**src/rtl/vic2_pkg.sv**
```systemverilog
package vic2_pkg;
  localparam int NSRC = 5;
  localparam int IW   = $clog2(NSRC);
  localparam int DW   = 8;
  localparam int GATE_BIT = 7;

  typedef enum logic [1:0] {
    SEL_EN  = 2'd0,
    SEL_PRI = 2'd1,
    SEL_FLG = 2'd2,
    SEL_TRG = 2'd3
  } reg_sel_e;

  function automatic logic [DW-1:0] vec_of(input logic [IW-1:0] idx,
                                           input int ofs, input int stride);
    int v;
    v = ofs + stride * int'(idx);
    return DW'(v);
  endfunction

  function automatic logic [IW-1:0] first_set(input logic [NSRC-1:0] m);
    logic [IW-1:0] r;
    r = '0;
    for (int i = NSRC - 1; i >= 0; i--) begin
      if (m[i]) r = IW'(i);
    end
    return r;
  endfunction

  function automatic logic [DW-1:0] merge_wr(input logic [DW-1:0] old,
                                             input logic [DW-1:0] data,
                                             input logic bitmode,
                                             input logic [2:0] bsel);
    logic [DW-1:0] r;
    r = data;
    if (bitmode) begin
      r = old;
      r[bsel] = data[0];
    end
    return r;
  endfunction
endpackage

```
**src/rtl/vic2_flags.sv**
```systemverilog
module vic2_flags
  import vic2_pkg::*;
#(
  parameter int NEXT = 2
) (
  input  logic            clk,
  input  logic            rst_n,
  input  logic [NEXT-1:0] ext_n_i,
  input  logic [NEXT-1:0] trig_i,
  input  logic [NEXT-1:0] tmr_set_i,
  input  logic            ser_set_i,
  input  logic [NSRC-1:0] sw_mask_i,
  input  logic [NSRC-1:0] sw_val_i,
  input  logic [NSRC-1:0] svc_clr_i,
  output logic [NSRC-1:0] flags_o,
  output logic [NEXT-1:0] ext_fall_o
);
  logic [NEXT-1:0] pin_prev_q;
  logic [NSRC-1:0] flag_q;

  always_ff @(posedge clk or negedge rst_n) begin
    if (!rst_n) pin_prev_q <= '1;
    else        pin_prev_q <= ext_n_i;
  end

  assign ext_fall_o = pin_prev_q & ~ext_n_i;

  for (genvar k = 0; k < NEXT; k++) begin : g_pair
    localparam int XI = 2 * k;
    localparam int TI = 2 * k + 1;

    always_ff @(posedge clk or negedge rst_n) begin
      if (!rst_n) begin
        flag_q[XI] <= 1'b0;
      end else if (!trig_i[k]) begin
        flag_q[XI] <= ~ext_n_i[k];
      end else if (ext_fall_o[k]) begin
        flag_q[XI] <= 1'b1;
      end else if (sw_mask_i[XI]) begin
        flag_q[XI] <= sw_val_i[XI];
      end else if (svc_clr_i[XI]) begin
        flag_q[XI] <= 1'b0;
      end
    end

    always_ff @(posedge clk or negedge rst_n) begin
      if (!rst_n) begin
        flag_q[TI] <= 1'b0;
      end else if (tmr_set_i[k]) begin
        flag_q[TI] <= 1'b1;
      end else if (sw_mask_i[TI]) begin
        flag_q[TI] <= sw_val_i[TI];
      end else if (svc_clr_i[TI]) begin
        flag_q[TI] <= 1'b0;
      end
    end
  end

  always_ff @(posedge clk or negedge rst_n) begin
    if (!rst_n) begin
      flag_q[NSRC-1] <= 1'b0;
    end else if (ser_set_i) begin
      flag_q[NSRC-1] <= 1'b1;
    end else if (sw_mask_i[NSRC-1]) begin
      flag_q[NSRC-1] <= sw_val_i[NSRC-1];
    end
  end

  assign flags_o = flag_q;
endmodule

```
**src/rtl/vic2_arb.sv**
```systemverilog
module vic2_arb
  import vic2_pkg::*;
#(
  parameter int VEC_OFS    = 3,
  parameter int VEC_STRIDE = 8
) (
  input  logic [NSRC-1:0] flags_i,
  input  logic [NSRC-1:0] en_i,
  input  logic            gate_i,
  input  logic [NSRC-1:0] pri_i,
  input  logic [1:0]      isr_i,
  output logic            win_o,
  output logic            win_hi_o,
  output logic [IW-1:0]   win_idx_o,
  output logic [DW-1:0]   win_vec_o
);
  logic [NSRC-1:0] elig_w, hi_w, lo_w;

  assign elig_w = flags_i & en_i & {NSRC{gate_i}};
  assign hi_w   = elig_w & pri_i;
  assign lo_w   = elig_w & ~pri_i;

  always_comb begin
    win_o     = 1'b0;
    win_hi_o  = 1'b0;
    win_idx_o = '0;
    if ((|hi_w) && !isr_i[1]) begin
      win_o     = 1'b1;
      win_hi_o  = 1'b1;
      win_idx_o = first_set(hi_w);
    end else if ((|lo_w) && (isr_i == 2'b00)) begin
      win_o     = 1'b1;
      win_idx_o = first_set(lo_w);
    end
  end

  assign win_vec_o = vec_of(win_idx_o, VEC_OFS, VEC_STRIDE);
endmodule

```
**src/rtl/vic2_svc.sv**
```systemverilog
module vic2_svc
  import vic2_pkg::*;
(
  input  logic            clk,
  input  logic            rst_n,
  input  logic            boundary_i,
  input  logic            accept_i,
  input  logic            reti_i,
  input  logic            cfg_wr_i,
  input  logic            win_i,
  input  logic            win_hi_i,
  input  logic [IW-1:0]   win_idx_i,
  input  logic [DW-1:0]   win_vec_i,
  output logic            req_o,
  output logic [DW-1:0]   vec_o,
  output logic [1:0]      isr_o,
  output logic            blk_o,
  output logic [NSRC-1:0] svc_clr_o
);
  logic            req_q, hi_q, blk_q;
  logic [IW-1:0]   idx_q;
  logic [DW-1:0]   vec_q;
  logic [1:0]      isr_q;
  logic            rec_w, take_w;

  assign rec_w  = boundary_i && !blk_q && win_i && !req_q;
  assign take_w = accept_i && req_q;

  always_ff @(posedge clk or negedge rst_n) begin
    if (!rst_n)                   blk_q <= 1'b0;
    else if (cfg_wr_i || reti_i)  blk_q <= 1'b1;
    else if (boundary_i)          blk_q <= 1'b0;
  end

  always_ff @(posedge clk or negedge rst_n) begin
    if (!rst_n) begin
      req_q <= 1'b0;
      hi_q  <= 1'b0;
      idx_q <= '0;
      vec_q <= '0;
    end else if (rec_w) begin
      req_q <= 1'b1;
      hi_q  <= win_hi_i;
      idx_q <= win_idx_i;
      vec_q <= win_vec_i;
    end else if (take_w) begin
      req_q <= 1'b0;
    end
  end

  always_ff @(posedge clk or negedge rst_n) begin
    if (!rst_n) begin
      isr_q <= 2'b00;
    end else if (take_w) begin
      if (hi_q) isr_q[1] <= 1'b1;
      else      isr_q[0] <= 1'b1;
    end else if (reti_i) begin
      if (isr_q[1]) isr_q[1] <= 1'b0;
      else          isr_q[0] <= 1'b0;
    end
  end

  always_comb begin
    svc_clr_o = '0;
    if (take_w) svc_clr_o[idx_q] = 1'b1;
  end

  assign req_o = req_q;
  assign vec_o = vec_q;
  assign isr_o = isr_q;
  assign blk_o = blk_q;
endmodule

```
**src/rtl/vic2_ctrl.sv**
```systemverilog
module vic2_ctrl
  import vic2_pkg::*;
#(
  parameter int NEXT       = 2,
  parameter int VEC_OFS    = 3,
  parameter int VEC_STRIDE = 8
) (
  input  logic            clk,
  input  logic            rst_n,
  input  logic [1:0]      ext_n_i,
  input  logic [1:0]      tmr_ovf_i,
  input  logic            ser_evt_i,
  input  logic            wr_en_i,
  input  logic [1:0]      wr_sel_i,
  input  logic            wr_bit_i,
  input  logic [2:0]      wr_bsel_i,
  input  logic [7:0]      wr_data_i,
  input  logic            boundary_i,
  input  logic            accept_i,
  input  logic            reti_i,
  output logic            irq_req_o,
  output logic [7:0]      irq_vec_o,
  output logic [4:0]      flags_o,
  output logic [1:0]      isr_o
);
  localparam logic [DW-1:0] EN_KEEP  = DW'((1 << GATE_BIT) | ((1 << NSRC) - 1));
  localparam logic [DW-1:0] PRI_KEEP = DW'((1 << NSRC) - 1);

  logic [DW-1:0]   en_q, pri_q, wr_word_w, flg_word_w;
  logic [NEXT-1:0] trg_q;
  logic [NSRC-1:0] sw_mask_w, sw_val_w, svc_clr_w, flags_w;
  logic [NEXT-1:0] ext_fall_w;
  logic            cfg_wr_w, blk_w, gie_w;
  logic            win_w, win_hi_w;
  logic [IW-1:0]   win_idx_w;
  logic [DW-1:0]   win_vec_w;

  assign cfg_wr_w = wr_en_i && (wr_sel_i == SEL_EN || wr_sel_i == SEL_PRI);

  always_comb begin
    case (reg_sel_e'(wr_sel_i))
      SEL_EN:  wr_word_w = merge_wr(en_q, wr_data_i, wr_bit_i, wr_bsel_i);
      SEL_PRI: wr_word_w = merge_wr(pri_q, wr_data_i, wr_bit_i, wr_bsel_i);
      SEL_FLG: wr_word_w = merge_wr(DW'(flags_w), wr_data_i, wr_bit_i, wr_bsel_i);
      default: wr_word_w = merge_wr(DW'(trg_q), wr_data_i, wr_bit_i, wr_bsel_i);
    endcase
  end

  always_ff @(posedge clk or negedge rst_n) begin
    if (!rst_n) begin
      en_q  <= '0;
      pri_q <= '0;
      trg_q <= '0;
    end else if (wr_en_i) begin
      case (reg_sel_e'(wr_sel_i))
        SEL_EN:  en_q  <= wr_word_w & EN_KEEP;
        SEL_PRI: pri_q <= wr_word_w & PRI_KEEP;
        SEL_TRG: trg_q <= wr_word_w[NEXT-1:0];
        default: ;
      endcase
    end
  end

  assign flg_word_w = wr_word_w;
  assign sw_mask_w  = (wr_en_i && wr_sel_i == SEL_FLG) ?
                      (wr_bit_i ? NSRC'(1 << wr_bsel_i) : '1) : '0;
  assign sw_val_w   = flg_word_w[NSRC-1:0];
  assign gie_w      = en_q[GATE_BIT];

  vic2_flags #(.NEXT(NEXT)) u_flags (
    .clk        (clk),
    .rst_n      (rst_n),
    .ext_n_i    (ext_n_i),
    .trig_i     (trg_q),
    .tmr_set_i  (tmr_ovf_i),
    .ser_set_i  (ser_evt_i),
    .sw_mask_i  (sw_mask_w),
    .sw_val_i   (sw_val_w),
    .svc_clr_i  (svc_clr_w),
    .flags_o    (flags_w),
    .ext_fall_o (ext_fall_w)
  );

  vic2_arb #(.VEC_OFS(VEC_OFS), .VEC_STRIDE(VEC_STRIDE)) u_arb (
    .flags_i   (flags_w),
    .en_i      (en_q[NSRC-1:0]),
    .gate_i    (gie_w),
    .pri_i     (pri_q[NSRC-1:0]),
    .isr_i     (isr_o),
    .win_o     (win_w),
    .win_hi_o  (win_hi_w),
    .win_idx_o (win_idx_w),
    .win_vec_o (win_vec_w)
  );

  vic2_svc u_svc (
    .clk        (clk),
    .rst_n      (rst_n),
    .boundary_i (boundary_i),
    .accept_i   (accept_i),
    .reti_i     (reti_i),
    .cfg_wr_i   (cfg_wr_w),
    .win_i      (win_w),
    .win_hi_i   (win_hi_w),
    .win_idx_i  (win_idx_w),
    .win_vec_i  (win_vec_w),
    .req_o      (irq_req_o),
    .vec_o      (irq_vec_o),
    .isr_o      (isr_o),
    .blk_o      (blk_w),
    .svc_clr_o  (svc_clr_w)
  );

  assign flags_o = flags_w;
endmodule

```
**config.mk**
```make
export PLATFORM = sky130hd
export DESIGN_NAME = vic2_ctrl
export DESIGN_NICKNAME = d
export VERILOG_FILES = /design/src/rtl/vic2_pkg.sv /design/src/rtl/vic2_flags.sv /design/src/rtl/vic2_arb.sv /design/src/rtl/vic2_svc.sv /design/src/rtl/vic2_ctrl.sv
export SDC_FILE = /design/constraint.sdc
export NUM_CORES = 1
export LEC_CHECK = 0
export ABC_AREA = 1
export BUFFER_PORTS_ARGS = -buffer_cell sky130_fd_sc_hd__buf_2
export CELL_PAD_IN_SITES_DETAIL_PLACEMENT = 1
export CELL_PAD_IN_SITES_GLOBAL_PLACEMENT = 2
export CORE_ASPECT_RATIO = 1.4
export CORE_MARGIN = 1.5
export CORE_UTILIZATION = 34
export DETAILED_ROUTE_END_ITERATION = 7
export PLACE_DENSITY = 0.89
export SYNTH_ARGS = -nofsm -noshare
export SYNTH_HDL_FRONTEND = slang
export SYNTH_HIERARCHICAL = 1
export SYNTH_SLANG_ARGS = --single-unit
```
**constraint.sdc**
```tcl
create_clock -name clk -period 3.7 [get_ports clk]
set_input_delay 0.185 -clock clk [delete_from_list [all_inputs] [get_ports clk]]
set_output_delay 0.185 -clock clk [all_outputs]
set_load 0.1 [all_outputs]
```
==> flow_metrics.py <==
metrics = {
    "synthesis": {
        "syn-instance-count": 313,
        "syn_area_per_cell_um2": 7.391,
        "yosys_warnings": 6,
        "syn_area_um2": 2313,
    },
    "worst_setup_path": {
        "path_delay_family": "simple AND/OR/NAND/NOR gates",
        "critPathLaunch": "en_q[7]$_DFFE_PN0P_",
        "crit_buf_inv": 1,
        "worstRegToRegCells": 10,
        "worstPathMaxFanout": 13,
        "regToRegSetupSlack_ns": 1.40,
        "crit_cells": 10,
        "r2r_start": "en_q[7]$_DFFE_PN0P_",
        "cpMostUsedCell": "nand2_1",
        "crit_type": "flop to flop",
        "critical-path-max-stage-delay_ns": 0.68,
        "crit_slowest_cell": "dfrtp_1",
        "endpoint_kind": "flop",
        "r2r_end": "u_svc/vec_o[2]$_DFFE_PN0P_",
        "path_cells": "nand4_1, nand2_1, nor2_1, a21oi_2, or2_1, nand2_1, inv_1, nand2_4, nand2_1, nand2_1",
        "crit_arrival_ns": 2.47,
        "start_kind": "flop",
        "cp.required_ns": 3.87,
    },
    "floorplan": {
        "fp-row-count": 35,
        "die_w_um": 72.72,
        "die_y_um": 100.6,
        "dieArea_um2": 7315,
        "io_pins": 41,
        "core_area_um2": 6569,
        "start_util_pct": 35.22,
    },
    "sta": {
        "setup_viol": 0,
        "period_minus_slack_ns": 2.300,
        "hold_violations": 0,
        "rsz0062_at_grt": "false",
        "max_freq_mhz": 434.7,
        "finalMaxSlewViolations": 0,
        "setup_ws_ns": 1.400,
        "post-route-period-util_pct": 62.17,
        "tns_ns": 0,
        "max_slew_margin_pct": 43.36,
        "fin_skew_ns": 0.01563,
        "worst_pin_slew_ns": 0.8496,
    },
    "outcome": {
        "status": "completed",
    },
    "grt": {
        "antenna_found_initial": 0,
        "grtUsageTotal_pct": 18.19,
        "grt_pass1_wl_mm": 10.33,
        "gr-total-overflow": 0,
        "grt_pass1_vias": 2196,
        "grt_max_degree": 37,
    },
    "routing": {
        "ant_nets": 0,
        "viasPerCell": 4.941,
        "drc": 0,
        "drt-initial-drc-count": 84,
        "vias": 2100,
        "wl_mm": 6.010,
        "dr.pass1.iters": 4,
        "post_drt_wl_per_cell_um": 14.14,
    },
    "cts": {
        "cts_tree": "yes",
        "cts.clk_slew.worst_paths_ns": 0.08,
        "root_buffer": "clkbuf_8",
        "h-tree-depth": 2,
        "numCtsBuffers": 5,
        "clock_insertion_delay_worst_skew_ns": 0.29,
        "cts.sinks": 36,
        "cts.path.max_buffers": 2,
        "post_cts_buffers": 0,
    },
    "final_layout": {
        "fillers": 858,
        "area_growth_pct": 12.76,
        "diodes": 0,
        "drive_gt1_share_pct": 25.36,
        "nets": 375,
    },
    "power_and_ir_drop": {
        "p_leak_nw": 1.404,
        "ir_worst_vdd_mv": 0.2260,
        "cellPowerDensity_nw_per_um2": 572.5,
    },
    "placed_design": {
        "gp_congestion": 0.8123,
        "pre_cts_ws_ns": 1.406,
        "port_buffers": 38,
        "hpwl_mm": 4.785,
    },
    "run": {
        "cap_violations": 0,
    },
    "min_path": {
        "hold_class": "input pin to async pin",
    },
}
[worst max path at each step]
stage	endpoint	slack [ns]
CTS	u_svc/vec_o[2]$_DFFE_PN0P_	1.37
global route	u_svc/hi_q$_DFFE_PN0P_	1.15
detailed placement	u_svc/vec_o[5]$_DFFE_PN0P_	1.41
finish	u_svc/vec_o[2]$_DFFE_PN0P_	1.40
global placement	u_svc/idx_q[1]$_DFFE_PN0P_	1.43
floorplan	u_svc/vec_o[0]$_DFFE_PN0P_	1.49
[cell type report]
cell class | count | area (µm²) | area share, %
multi-input combinational | 230 | 1179 | 45.18
sequential | 36 | 903.4 | 34.63
timing repair buffer | 40 | 210.2 | 8.058
inverter | 37 | 138.9 | 5.324
tap | 74 | 92.59 | 3.549
clock buffer | 7 | 76.32 | 2.926
clock inverter | 1 | 8.758 | 0.3357
[placed cells by master (no fill, tap or decap), types with 5 or more instances in the layout]
cell and instances:
nand2_1 105, buf_2 38, dfrtp_1 34, inv_1 32
nand3_1 29, nor2_1 21, a21oi_1 10, nor2_2 8
nand2_2 7, nand4_1 6, inv_2 5, nand3_2 5
clkbuf_8 5, conb_1 5
[worst reg2reg max path, delay by kind of cell, from the launching register on]
family,cells,cell delay (ns)
flops,1,0.68
simple gates,8,1.01
compound gates,1,0.19
buf+inv,1,0.32
[registers in the layout (all words and copies together) (netlist names), 2 cells and up]
name,cells
pri_q,5
u_svc/isr_o,2
u_svc/vec_o,8
u_flags/flags_o,5
u_flags/pin_prev_q,2
u_svc/idx_q,3
en_q,6
trg_q,2
[per-stage QoR]
step	power [mW]	utilization [%]	hold slack, ns	cell area (µm²)	std cells
after floorplan	1.106	-	-0.1106	2325	316
after global placement	1.216	38.11	0.3007	2504	415
after detailed placement	1.228	38.11	0.3014	2504	415
after CTS	1.513	39.71	0.02156	2609	425
after global routing	1.585	39.71	0.04716	2609	425
final	1.493	39.71	0.0009254	2609	425
[routing by layer]
metal,GRT usage (%),wire length (µm),vias to the layer above
met5,0,0,-
met1,19.49,2467,998
li1,-,-,1057
met4,5.225,76,0
met3,2.700,165,7
met2,35.71,3300,38
[where the power goes]
group          total, mW  switching, mW  internal, mW
Combinational      0.656          0.520         0.135
Sequential         0.562         0.0846         0.477
Clock              0.276          0.142         0.134
[what timing repair did]
item / 4_1_cts / 5_1_grt
hold buffers: 2 / 0
resized for setup: 0 / 0
hold endpoints to repair: 2 / 0
Note: power is estimated with default switching activity, not from simulation.
